--- config.mk ---
export PLATFORM = sky130hd
export DESIGN_NAME = ovl_access_ctrl
export DESIGN_NICKNAME = d
export VERILOG_FILES = /design/src/rtl/ovl_pkg.sv /design/src/rtl/ovl_mode_regs.sv /design/src/rtl/ovl_gate.sv /design/src/rtl/ovl_err_track.sv /design/src/rtl/ovl_read_mux.sv /design/src/rtl/ovl_access_ctrl.sv
export SDC_FILE = /design/constraint.sdc
export NUM_CORES = 1
export LEC_CHECK = 0
export BUFFER_PORTS_ARGS = -buffer_cell sky130_fd_sc_hd__buf_2
export CELL_PAD_IN_SITES_DETAIL_PLACEMENT = 1
export CELL_PAD_IN_SITES_GLOBAL_PLACEMENT = 2
export CORE_UTILIZATION = 10
export DETAILED_ROUTE_END_ITERATION = 7
export PLACE_DENSITY = 0.86
export SLEW_MARGIN = 20
export SYNTH_ARGS = -nofsm -noshare
export SYNTH_HDL_FRONTEND = slang
export SYNTH_HIERARCHICAL = 1
export SYNTH_SLANG_ARGS = --single-unit
export TNS_END_PERCENT = 50
--- constraint.sdc ---
create_clock -name clk -period 0.8 [get_ports clk]
set_input_delay 0 -clock clk [delete_from_list [all_inputs] [get_ports clk]]
set_output_delay 0 -clock clk [all_outputs]
set_load 0.01 [all_outputs]
--- src/rtl/ovl_pkg.sv ---
package ovl_pkg;
  typedef enum logic [2:0] {
    CMD_NONE   = 3'd0,
    CMD_ARRAY  = 3'd1,
    CMD_IDENT  = 3'd2,
    CMD_TOGGLE = 3'd3,
    CMD_CLEAR  = 3'd4
  } cmd_e;

  typedef enum logic [1:0] {
    OP_NONE  = 2'd0,
    OP_READ  = 2'd1,
    OP_PROG  = 2'd2,
    OP_ERASE = 2'd3
  } op_e;

  function automatic logic is_modify(input logic [1:0] op);
    return (op == OP_PROG) || (op == OP_ERASE);
  endfunction

  function automatic logic [7:0] ident_code(input logic [1:0] loc,
                                            input logic [7:0] mfr,
                                            input logic [7:0] dev,
                                            input logic [2:0] ver);
    case (loc)
      2'd0:    return mfr;
      2'd1:    return dev;
      2'd2:    return {5'd0, ver};
      default: return 8'd0;
    endcase
  endfunction
endpackage

--- src/rtl/ovl_mode_regs.sv ---
module ovl_mode_regs
  import ovl_pkg::*;
(
  input  logic       clk,
  input  logic       rst_n,
  input  logic [2:0] cmd,
  output logic       ovl_en,
  output logic       sig_mode
);
  logic do_toggle, do_ident, do_array;
  assign do_toggle = (cmd == CMD_TOGGLE);
  assign do_ident  = (cmd == CMD_IDENT);
  assign do_array  = (cmd == CMD_ARRAY);

  always_ff @(posedge clk or negedge rst_n) begin
    if (!rst_n) begin
      ovl_en   <= 1'b0;
      sig_mode <= 1'b0;
    end else begin
      if (do_toggle) ovl_en <= ~ovl_en;
      if (do_ident) sig_mode <= 1'b1;
      else if (do_array) sig_mode <= 1'b0;
    end
  end

  a_r5_toggle_flips: assert property (@(posedge clk) disable iff (!rst_n)
    do_toggle |=> (ovl_en != $past(ovl_en)));
  a_r7_ident_enter: assert property (@(posedge clk) disable iff (!rst_n)
    do_ident |=> sig_mode);
  a_r8_array_enter: assert property (@(posedge clk) disable iff (!rst_n)
    do_array |=> !sig_mode);
endmodule

--- src/rtl/ovl_gate.sv ---
module ovl_gate
  import ovl_pkg::*;
#(
  parameter int BLK_W = 5
) (
  input  logic             clk,
  input  logic             rst_n,
  input  logic [1:0]       acc_op,
  input  logic [BLK_W-1:0] blk,
  input  logic             vpp_ok,
  input  logic             ovl_en,
  input  logic             sig_mode,
  output logic             sel_overlay,
  output logic             grant,
  output logic             refused
);
  logic in_blk0, is_rd, is_mod;
  assign in_blk0 = (blk == '0);
  assign is_rd   = (acc_op == OP_READ);
  assign is_mod  = is_modify(acc_op);

  always_comb begin
    sel_overlay = is_rd && in_blk0 && !sig_mode && ovl_en && vpp_ok;
    grant       = is_rd || (is_mod && vpp_ok);
    refused     = is_mod && !vpp_ok;
  end

  a_r3_no_modify_without_supply: assert property (@(posedge clk) disable iff (!rst_n)
    (is_mod && !vpp_ok) |-> (!grant && refused));
  a_r2_overlay_needs_all: assert property (@(posedge clk) disable iff (!rst_n)
    sel_overlay |-> (in_blk0 && vpp_ok && ovl_en && !sig_mode));
  a_r4_read_never_refused: assert property (@(posedge clk) disable iff (!rst_n)
    is_rd |-> (grant && !refused));
endmodule

--- src/rtl/ovl_err_track.sv ---
module ovl_err_track
  import ovl_pkg::*;
(
  input  logic       clk,
  input  logic       rst_n,
  input  logic [2:0] cmd,
  input  logic       refused,
  output logic       err_flag
);
  logic do_clear;
  assign do_clear = (cmd == CMD_CLEAR);

  always_ff @(posedge clk or negedge rst_n) begin
    if (!rst_n) err_flag <= 1'b0;
    else        err_flag <= refused || (err_flag && !do_clear);
  end

  a_r6_refusal_sets: assert property (@(posedge clk) disable iff (!rst_n)
    refused |=> err_flag);
  a_r6_flag_holds: assert property (@(posedge clk) disable iff (!rst_n)
    (err_flag && !do_clear) |=> err_flag);
endmodule

--- src/rtl/ovl_read_mux.sv ---
module ovl_read_mux
  import ovl_pkg::*;
#(
  parameter int         ADDR_W   = 18,
  parameter int         DATA_W   = 32,
  parameter logic [7:0] MFR_CODE = 8'h20,
  parameter logic [7:0] DEV_CODE = 8'hF0,
  parameter logic [2:0] VER_CODE = 3'd0
) (
  input  logic              clk,
  input  logic              rst_n,
  input  logic              sig_mode,
  input  logic [ADDR_W-1:0] addr,
  input  logic [DATA_W-1:0] array_rdata,
  output logic [DATA_W-1:0] rd_data
);
  logic       low_loc;
  logic [7:0] code;
  assign low_loc = (addr[ADDR_W-1:2] == '0);
  assign code    = low_loc ? ident_code(addr[1:0], MFR_CODE, DEV_CODE, VER_CODE) : 8'd0;

  always_comb begin
    rd_data = array_rdata;
    if (sig_mode) rd_data = {{(DATA_W-8){1'b0}}, code};
  end

  a_r7_mfr_at_zero: assert property (@(posedge clk) disable iff (!rst_n)
    (sig_mode && addr == '0) |-> (rd_data[7:0] == MFR_CODE));
  a_r8_array_pass: assert property (@(posedge clk) disable iff (!rst_n)
    !sig_mode |-> (rd_data == array_rdata));
endmodule

--- src/rtl/ovl_access_ctrl.sv ---
module ovl_access_ctrl
  import ovl_pkg::*;
#(
  parameter int         ADDR_W   = 18,
  parameter int         DATA_W   = 32,
  parameter int         NUM_BLK  = 32,
  parameter logic [7:0] MFR_CODE = 8'h20,
  parameter logic [7:0] DEV_CODE = 8'hF0,
  parameter logic [2:0] VER_CODE = 3'd0,
  localparam int        BLK_W    = $clog2(NUM_BLK)
) (
  input  logic              clk,
  input  logic              rst_n,
  input  logic              vpp_ok,
  input  logic [2:0]        cmd,
  input  logic [1:0]        acc_op,
  input  logic [ADDR_W-1:0] acc_addr,
  input  logic [DATA_W-1:0] array_rdata,
  output logic [BLK_W-1:0]  blk_idx,
  output logic              sel_overlay,
  output logic              grant,
  output logic              refused,
  output logic [DATA_W-1:0] rd_data,
  output logic              err_flag,
  output logic              ovl_en,
  output logic              sig_mode
);
  assign blk_idx = acc_addr[ADDR_W-1 -: BLK_W];

  ovl_mode_regs u_modes (
    .clk(clk), .rst_n(rst_n), .cmd(cmd), .ovl_en(ovl_en), .sig_mode(sig_mode)
  );

  ovl_gate #(.BLK_W(BLK_W)) u_gate (
    .clk(clk), .rst_n(rst_n), .acc_op(acc_op), .blk(blk_idx), .vpp_ok(vpp_ok),
    .ovl_en(ovl_en), .sig_mode(sig_mode), .sel_overlay(sel_overlay),
    .grant(grant), .refused(refused)
  );

  ovl_err_track u_err (
    .clk(clk), .rst_n(rst_n), .cmd(cmd), .refused(refused), .err_flag(err_flag)
  );

  ovl_read_mux #(
    .ADDR_W(ADDR_W), .DATA_W(DATA_W), .MFR_CODE(MFR_CODE),
    .DEV_CODE(DEV_CODE), .VER_CODE(VER_CODE)
  ) u_rmux (
    .clk(clk), .rst_n(rst_n), .sig_mode(sig_mode), .addr(acc_addr),
    .array_rdata(array_rdata), .rd_data(rd_data)
  );

  a_r1_blk_top_bits: assert property (@(posedge clk) disable iff (!rst_n)
    (acc_addr < ADDR_W'(1 << (ADDR_W - BLK_W))) |-> (blk_idx == '0));
endmodule

==> results of run 1 <==
## per-stage QoR
stage               instance area (µm²)  hold WS, ns
finish                             1260       0.0245
CTS                                1250       0.0201
detailed placement                 1180       -0.198
floorplan                           587       -0.296
global placement                   1180       -0.197
global route                       1260       0.0312
## state kept, by name, indices dropped and copies added (netlist names)
name              cells
u_err/err_flag        1
u_modes/sig_mode      1
u_modes/ovl_en        1
## critical path, stage by stage, from the launching register on
cell	delay (ns)
dfrtp_2	0.44
nor4b_4	0.21
and4b_1	0.20
buf_2	0.13
## kinds of logic after synthesis
family | after synthesis | synth area share (%)
AOI/OAI and AO/OA | 6 | 6.52
xor gates and xnor gates | 1 | 3.03
buffers and inverters | 12 | 12.1
DFF | 3 | 14.0
muxes | 1 | 2.10
and+or+nand+nor | 46 | 62.2
## final cells by class
type	count	area [µm²]
well taps	70	87.6
fillers	656	3880
flip-flops and latches	3	76.3
inverters	4	15.0
multi-input cells	54	445
repair buffers	110	588
clock buffers	4	45.0
## cell usage in the layout, fill, tap and decap left out, types with 2 or more instances in the layout
cell      Yosys  routed
clkbuf_8      0       3
and2b_1      11      11
dfrtp_1       3       2
nand3_1       2       2
inv_1         4       4
o22ai_2       0       4
buf_2         1      99
nor4_1        2       2
buf_4         5       8
nor2_1        4       4
buf_6         0       2
nor2b_1      18      18
## timing repair
item / in CTS / in global routing
gates resized for setup: 2 / 1
setup buffers: 1 / 0
hold buffers: 1 / 0
setup endpoints to repair: 36 / 36
pin swaps: 0 / 0
endpoints found under the hold margin: 3 / 0
## power breakdown
| part | switching [mW] | total (mW) | internal (mW) |
|---|---|---|---|
| Combinational | 0.372 | 0.865 | 0.492 |
| Clock | 0.0985 | 0.438 | 0.340 |
| Sequential | 0.0369 | 0.230 | 0.193 |
## worst max-delay path by stage
stage / start / to / slack, ns / depth (start not counted)
global placement: u_modes/sig_mode$_DFFE_PN0P_ / rd_data[11] / -0.18 / 3
finish: u_modes/sig_mode$_DFFE_PN0P_ / sel_overlay / -0.39 / 3
floorplan: u_modes/sig_mode$_DFFE_PN0P_ / sel_overlay / -0.12 / 2
global route: u_modes/sig_mode$_DFFE_PN0P_ / rd_data[3] / -0.48 / 3
detailed placement: u_modes/sig_mode$_DFFE_PN0P_ / sel_overlay / -0.21 / 3
CTS: u_modes/sig_mode$_DFFE_PN0P_ / sel_overlay / -0.42 / 3
## layer usage
layer	vias to the layer above	track usage, %	part of all wire (%)
li1	439	-	-
met1	378	7.66	40
met2	66	14.5	49
met3	0	0.937	11
met4	0	2.47	0
met5	-	0	0
==> impl_results.md, run 1 <==
- Status: complete, but fails checks
- Failing checks: negative setup slack
- DRT iter0 DRCs: 3
- Post-synthesis sequential area ratio: 14.0%
- Final ANT Viol Nets: 0
- DRT Pass-1 Iters: 4
- Antenna Cells: 0
- Crit path arrival time: 1.19 ns
- Clock Path Buffers: 2
- Post-route minimum period: 1.19 ns
- Fin util: 24.5%
- Worst R2R End: u_modes/sig_mode$_DFFE_PN0P_
- Max Cap Viol: 0
- CTS root buf: clkbuf_8
- Final instance count without filler cells: 245
- Die width: about 75 µm
- Gpl congestion: 0.675
- Number of enable flip-flop cells after synthesis: 0
- CP startpoint kind: flip-flop
- Period utilization: 149%
- Pwr dens: 1220 nW/µm²
- Row count: 26
- CP Capture Type: output pin
- Grt total ovfl: 0
- WL final: 2240 µm
- Clk Latency, worst-skew pair: between 0.2 and 0.25 ns
- Post-Syn Area: 537 µm²
- Fmax: ~0.84 GHz
- Area growth syn-to-layout: 134%
- Initial Utilization: about a tenth
- Asr flop ratio synth: 100%
- Core Region: 5140 µm²
- RSZ-0062 raised after global routing: yes
- Die area: 5660 µm²
- Final Hold Fails: 0
- Antenna violations before repair: 0
- Syn_area_per_cell: 7.78 µm²
- Syn. warnings: 6
- Synth top cells by count: nor2b_1, and2b_1, buf_4
- Dpl ws: -0.209 ns
- Area contributors post-synth: nor2b_1, and2b_1, dfrtp_1, buf_4, o22ai_1
- Final Power: 1.53 mW
- Maximum vdd drop: 487 µV
- Hold path depth: 2
- Worst hold start: cmd[0]
- CTS tree: yes
- Crit path kind: flip-flop to output pin
- Critical path fanouts, max: 5
- Lkg Pwr: between 0.7 and 0.8 nW
- Mean number of vias per cell: 3.60
- Setup TNS: -11.25 ns
- Synth unique cells: 23
- Via count: ~880
- H-tree depth: 1
- Synth top area share: 21.0%
- Final-stage net count: 234
- # setup viols final: 36
- Synth Net Count: 127
- Largest net degree at the start of global routing: 21
- Clock-pin transition on the worst setup and hold timing paths: 0.03 ns
- Slew Limit Fails: 0
- Most common cell in the netlist: nor2b_1
- # IOs: 101
- Die H: 75.3 µm
- Placed cells: ~240
- Worst reg2reg setup slack: -0.16 ns
- Worst Slack Setup Final: -0.393 ns
- Synthesized flop and latch total: 3
- Max_slew headroom: between 70% and 80%
- Final setup skew: 0 ns
- DRC: 0
- Mapped Cells: 69
- Top_reg_cell synth: dfrtp_1
- Cells on worst reg2reg path: 3
- Share of cells above drive strength 1: 71.4%
- WL/cell: 9.13 µm
- Vias in the first global route: 779
- Hold Path Class: input pin to flip-flop
- PortBufs: 100
- Final HPWL DP: a little over 2000 µm
- Slew @ Worst Pin: 0.319 ns
- Hold Crit Endpoint: u_modes/sig_mode$_DFFE_PN0P_
- CTS buffer count: 3
- Synth area leader: nor2b_1
- Global-route wire length before repair: between 3000 and 4000 µm
- Reg-to-Reg Start: u_modes/sig_mode$_DFFE_PN0P_
- Total Routing Usage GR: 7.23%
- CP required: roughly 0.80 ns
- Total clock sinks: 3
(Power assumes the default switching activity.)
==> run 2: changes to the inputs <==
- SETUP_SLACK_MARGIN: unset -> 0.4
- clock period: 0.8 -> 1.04 ns (I/O delays scaled with it)
==> impl_results.md, run 2 (same netlist as run 1, synthesis figures left out) <==
- Status: complete, but fails checks
- Failing checks: negative setup slack
- CTS tree: yes
- CP Capture Type: output pin
- Pwr dens: 890 nW/µm² (-27%)
- Total Routing Usage GR: 7.46% (+0.22 points)
- Slew @ Worst Pin: 0.291 ns (-0.0282 ns)
- # IOs: 101 (unchanged)
- Via count: 883 (unchanged)
- Final HPWL DP: 2040 µm (+1.5%)
- Crit path kind: flip-flop to output pin
- Commonest non-fill, non-tap cells in the layout: buf_2, nor2b_1, and2b_1
- Die H: 75.3 µm (unchanged)
- WL final: 2290 µm (+2.4%)
- Post-Layout Inst Area: 1250 µm² (-0.70%)
- Gpl congestion: 0.663 (-1.8%)
- Area growth syn-to-layout: 133%
- RSZ-0062 raised after global routing: yes
- Clock Path Buffers: 2 (unchanged)
- WL/cell: 9.39 µm (+2.8%)
- Final setup skew: 0 ns (unchanged)
- Largest delay share family, worst path: buffers and inverters
- Placed cell area: 1190 µm² (+0.85%)
- Slew Limit Fails: 0 (unchanged)
- Antenna violations before repair: 0 (unchanged)
- Biggest regs: u_err/err_flag x1, u_modes/ovl_en x1, u_modes/sig_mode x1
- Grt total ovfl: 0 (unchanged)
- Critical path fanouts, max: 14 (+9)
- Final Power: 1.11 mW (-27%)
- Period utilization: 115%
- Hold Slack: 0.0338 ns (+0.00930 ns)
- Reg-to-Reg Start: u_modes/sig_mode$_DFFE_PN0P_
- Worst R2R End: u_modes/sig_mode$_DFFE_PN0P_
- Hold Crit Endpoint: u_modes/sig_mode$_DFFE_PN0P_
- Worst reg2reg setup slack: 0.09 ns (+0.25 ns)
- Maximum vdd drop: 293 µV (-40%)
- CP startpoint kind: flip-flop
- Final instance count without filler cells: 244 (-0.41%)
- CTS buffer count: 3 (unchanged)
- Hold Path Class: input pin to flip-flop
- Initial Utilization: 10.4% (unchanged)
- Max_slew headroom: 80.5% (+1.9 points)
- Crit path arrival time: 1.19 ns (about the same)
- CP required: 1.04 ns (+0.24 ns)
- Clock-pin transition on the worst setup and hold timing paths: 0.03 ns (about the same)
- Antenna Cells: 0 (unchanged)
- Worst Slack Setup Final: -0.154 ns (+0.238 ns)
- CP most frequent cell: buf_4
- Vias in the first global route: 810 (+4.0%)
- H-tree depth: 1 (unchanged)
- DRT Pass-1 Iters: 4 (unchanged)
- Worst hold start: cmd[0]
- Placed cells: 238 (-0.42%)
- Die width: 75.3 µm (unchanged)
- DRC: 0 (unchanged)
- Final Hold Fails: 0 (unchanged)
- Die area: 5660 µm² (unchanged)
- Cells on worst reg2reg path: 3 (unchanged)
- Post-route minimum period: 1.19 ns
- WP buf/inv: 3 (+2)
- CP cell instances: buf_4 -> buf_4 -> nor2b_4 -> buf_2
- Setup TNS: -2.72 ns (+8.53 ns)
- Fin util: 24.3% (-0.17 points)
- Most common cell after layout, fill and taps aside: buf_2
- Row count: 26 (unchanged)
- CTS root buf: clkbuf_8
- CP max stage cell: dfrtp_2
- Hold path depth: 2 (unchanged)
- Final ANT Viol Nets: 0 (unchanged)
- Core Region: 5140 µm² (unchanged)
- DRT iter0 DRCs: 2 (-1)
- Dpl ws: 0.0227 ns (+0.231 ns)
- Final-stage net count: 233 (-0.43%)
- Max incr delay on CP: 0.43 ns (about the same)
- # setup viols final: 33 (-8.3%)
- Lkg Pwr: 0.720 nW (-0.43%)
- Largest net degree at the start of global routing: 17 (-19%)
- Resized cells post-CTS: 0 (-2)
- PortBufs: 100 (unchanged)
- Clk Latency, worst-skew pair: 0.21 ns (about the same)
- Fillers: 665 (+1.4%)
- Total clock sinks: 3 (unchanged)
- Fmax: 0.837 GHz
- Global-route wire length before repair: 3260 µm (+2.4%)
- Max Cap Viol: 0 (unchanged)
- Mean number of vias per cell: 3.62 (+0.41%)
- Share of cells above drive strength 1: 73.0% (+1.6 points)
[run 2: changes by cell type in the layout (fill, tap and decap cells not counted), sizes merged]
| cell | before | now |
|---|---|---|
| buf | 109 | 108 |
[run 2: layout make-up]
class	instances	area, µm²	share of cell area [%]
Inverter	4	15.0	1.20
Timing Repair Buffer	109	571	45.7
Clock buffer	4	45.0	3.61
Sequential cell	3	76.3	6.11
Multi-Input combinational cell	54	454	36.4
Tap cell	70	87.6	7.01
[run 2: what timing repair did]
item	CTS	global route
hold buffers	1	0
pin swaps	1	3
endpoints found under the setup margin	38	39
hold endpoints to repair	3	0
buffers inserted	1	0
[run 2: per-layer routing]
layer | routed length, µm | vias up | global-route usage, %
met1 | 850 | 382 | 7.81
met2 | 1150 | 64 | 14.2
met4 | 25 | 0 | 3.09
li1 | - | 435 | -
met5 | 0 | - | 0
met3 | 264 | 2 | 1.74
[run 2: report_power, final]
part / switching [mW] / internal [mW] / leakage (nW)
Combinational: 0.267 / 0.321 / 0.665
Sequential: 0.0332 / 0.148 / 0.0320
Clock: 0.0794 / 0.262 / 0.0228
Total: 0.380 / 0.731 / 0.720
[run 2: worst max path at each step]
stage,slack (ns),cells past startpoint,start,to
floorplan,0.12,2,u_modes/sig_mode$_DFFE_PN0P_,sel_overlay
global placement,0.03,3,u_modes/sig_mode$_DFFE_PN0P_,sel_overlay
detailed placement,0.02,3,u_modes/sig_mode$_DFFE_PN0P_,sel_overlay
CTS,-0.18,3,u_modes/sig_mode$_DFFE_PN0P_,sel_overlay
global route,-0.23,3,u_modes/sig_mode$_DFFE_PN0P_,sel_overlay
finish,-0.15,4,u_modes/sig_mode$_DFFE_PN0P_,rd_data[14]
[run 2: worst register-to-register path, delay by kind of cell (launching register included)]
| kind | cells | cell delay [ns] |
|---|---|---|
| flops | 1 | 0.43 |
| buf+inv | 1 | 0.20 |
| simple gates | 1 | 0.11 |
| compound gates | 1 | 0.07 |
==> run 3: changes to the inputs <==
--- a/constraint.sdc
+++ b/constraint.sdc
@@ -3,2 +3,2 @@
 set_output_delay 0 -clock clk [all_outputs]
-set_load 0.01 [all_outputs]
+set_load 0.05 [all_outputs]
==> impl_results.md, run 3 (same netlist as run 1, synthesis figures left out) <==
- Status: complete, but fails checks
- Failing checks: negative setup slack
- DRT iter0 DRCs: 2 (unchanged)
- WL/cell: 11.0 µm (+17%)
- Hold Path Class: input pin to flip-flop
- Antenna Cells: 0 (unchanged)
- CTS buffer count: 3 (unchanged)
- RSZ-0062 raised after global routing: yes
- Initial Utilization: 10.4% (unchanged)
- CP Capture Type: output pin
- Final-stage net count: 234 (+0.43%)
- # setup viols final: 34 (+3.0%)
- DRC: 0 (unchanged)
- WL met3: 286 µm (+8.3%)
- Biggest regs: u_err/err_flag x1, u_modes/ovl_en x1, u_modes/sig_mode x1
- Worst hold start: cmd[0]
- CTS root buf: clkbuf_8
- Largest net degree at the start of global routing: 21 (+4)
- Dpl ws: -0.223 ns (-0.246 ns)
- Lkg Pwr: 0.825 nW (+15%)
- WL final: 2700 µm (+18%)
- Core Region: 5140 µm² (unchanged)
- Critical path fanouts, max: 4 (-10)
- Die area: 5660 µm² (unchanged)
- Period utilization: 130% (+15 points)
- # IOs: 101 (unchanged)
- Crit path kind: flip-flop to output pin
- Max_slew headroom: 76.1% (-4.4 points)
- CP startpoint kind: flip-flop
- Hold Slack: 0.0415 ns (+0.00771 ns)
- Final instance count without filler cells: 245 (+0.41%)
- Slew @ Worst Pin: 0.355 ns (+0.0644 ns)
- Gpl congestion: 0.645 (-2.7%)
- Die width: 75.3 µm (unchanged)
- Vias in the first global route: 860 (+6.2%)
- Commonest non-fill, non-tap cells in the layout: buf_2, buf_6, nor2b_4
- Clock-pin transition on the worst setup and hold timing paths: 0.03 ns (about the same)
- PortBufs: 100 (unchanged)
- Mean number of vias per cell: 3.74 (+3.3%)
- Global-route wire length before repair: 3860 µm (+18%)
- Fmax: 0.742 GHz (-11%)
- Area growth syn-to-layout: 216%
- Crit path arrival time: 1.35 ns (+0.16 ns)
- Share of cells above drive strength 1: 89.1% (+16 points)
- Max Cap Viol: 0 (unchanged)
- Reg-to-Reg Start: u_modes/sig_mode$_DFFE_PN0P_
- Final HPWL DP: 2240 µm (+9.7%)
- Maximum vdd drop: 509 µV (+74%)
- Final setup skew: 0 ns (unchanged)
- Clk Latency, worst-skew pair: 0.22 ns (about the same)
- CP required: 1.04 ns (about the same)
- Final Hold Fails: 0 (unchanged)
- Grt total ovfl: 0 (unchanged)
- Final Power: 2.00 mW (+80%)
- Top Layer Used: met4
- Final ANT Viol Nets: 0 (unchanged)
- Worst Slack Setup Final: -0.308 ns (-0.154 ns)
- Pwr dens: 1180 nW/µm² (+32%)
- H-tree depth: 1 (unchanged)
- Clock Path Buffers: 2 (unchanged)
- Placed cells: 240 (+0.84%)
- Die H: 75.3 µm (unchanged)
- CTS tree: yes
- Antenna violations before repair: 0 (unchanged)
- Via count: 916 (+3.7%)
- WL met1: 924 µm (+8.7%)
- Most common cell after layout, fill and taps aside: buf_2
- Routed wl met2: 1430 µm (+24%)
- Total Routing Usage GR: 9.54% (+2.1 points)
- Crit path launch: u_modes/sig_mode$_DFFE_PN0P_
- Total clock sinks: 3 (unchanged)
- DRT Pass-1 Iters: 2 (-2)
- Slew Limit Fails: 0 (unchanged)
- Post-CTS Setup Bufs: 0 (-1)
- Post-route minimum period: 1.35 ns (+0.154 ns)
- Row count: 26 (unchanged)
==> run 3: changes by cell type in the layout (fill, tap and decap cells not counted), sizes merged <==
cell / change
buf: +1
==> run 3: what timing repair did <==
item,CTS,global route
pin swaps,1,3
endpoints found under the setup margin,39,40
hold buffers,1,0
hold endpoints to repair,3,0
resized for setup,84,9
==> run 3: final cells by class <==
cell class	instances	area, µm²
fillers	609	3440
repair buffers	110	871
multi-input cells	54	599
well taps	70	87.6
flip-flops and latches	3	80.1
clock buffers	4	45.0
inverters	4	15.0
==> run 3: final timing paths <==
| kind | end | slack [ns] | cells after the start |
|---|---|---|---|
| worst max-delay path | sel_overlay | -0.31 | 3 |
| worst min-delay path | u_modes/sig_mode$_DFFE_PN0P_ | 0.04 | 2 |
| worst max register to register | u_modes/sig_mode$_DFFE_PN0P_ | 0.03 | 3 |
| worst min register to register | u_err/err_flag$_DFF_PN0_ | 0.53 | 2 |
| max in group asynchronous | u_modes/sig_mode$_DFFE_PN0P_ | 0.78 | 2 |
| min in group asynchronous | u_modes/ovl_en$_DFFE_PN0N_ | 0.13 | 2 |
==> run 3: worst max-delay path: stages, from the launching register on <==
cell,delay (ns)
dfrtp_4,0.50
nor4b_4,0.21
and4b_2,0.25
buf_6,0.16
==> run 3: layer usage <==
| metal | track usage, % | vias up |
|---|---|---|
| li1 | - | 437 |
| met1 | 9.01 | 401 |
| met2 | 18.4 | 73 |
| met3 | 2.54 | 5 |
| met4 | 5.56 | 0 |
| met5 | 0 | - |
==> run 3: power breakdown <==
part | leakage (nW) | switching (mW) | internal, mW
clock network | 0.0228 | 0.0865 | 0.262
logic | 0.771 | 0.808 | 0.653
registers | 0.0313 | 0.0328 | 0.155
total | 0.825 | 0.927 | 1.07
==> run 3: per-stage QoR <==
stage	cell area (µm²)	utilization [%]	setup TNS, ns
floorplan	747	-	-4.45
detailed placement	1340	26.1	-2.36
CTS	1670	32.4	-7.29
global placement	1340	26.1	-2.13
global route	1700	33.0	-8.63
finish	1700	33.0	-7.21
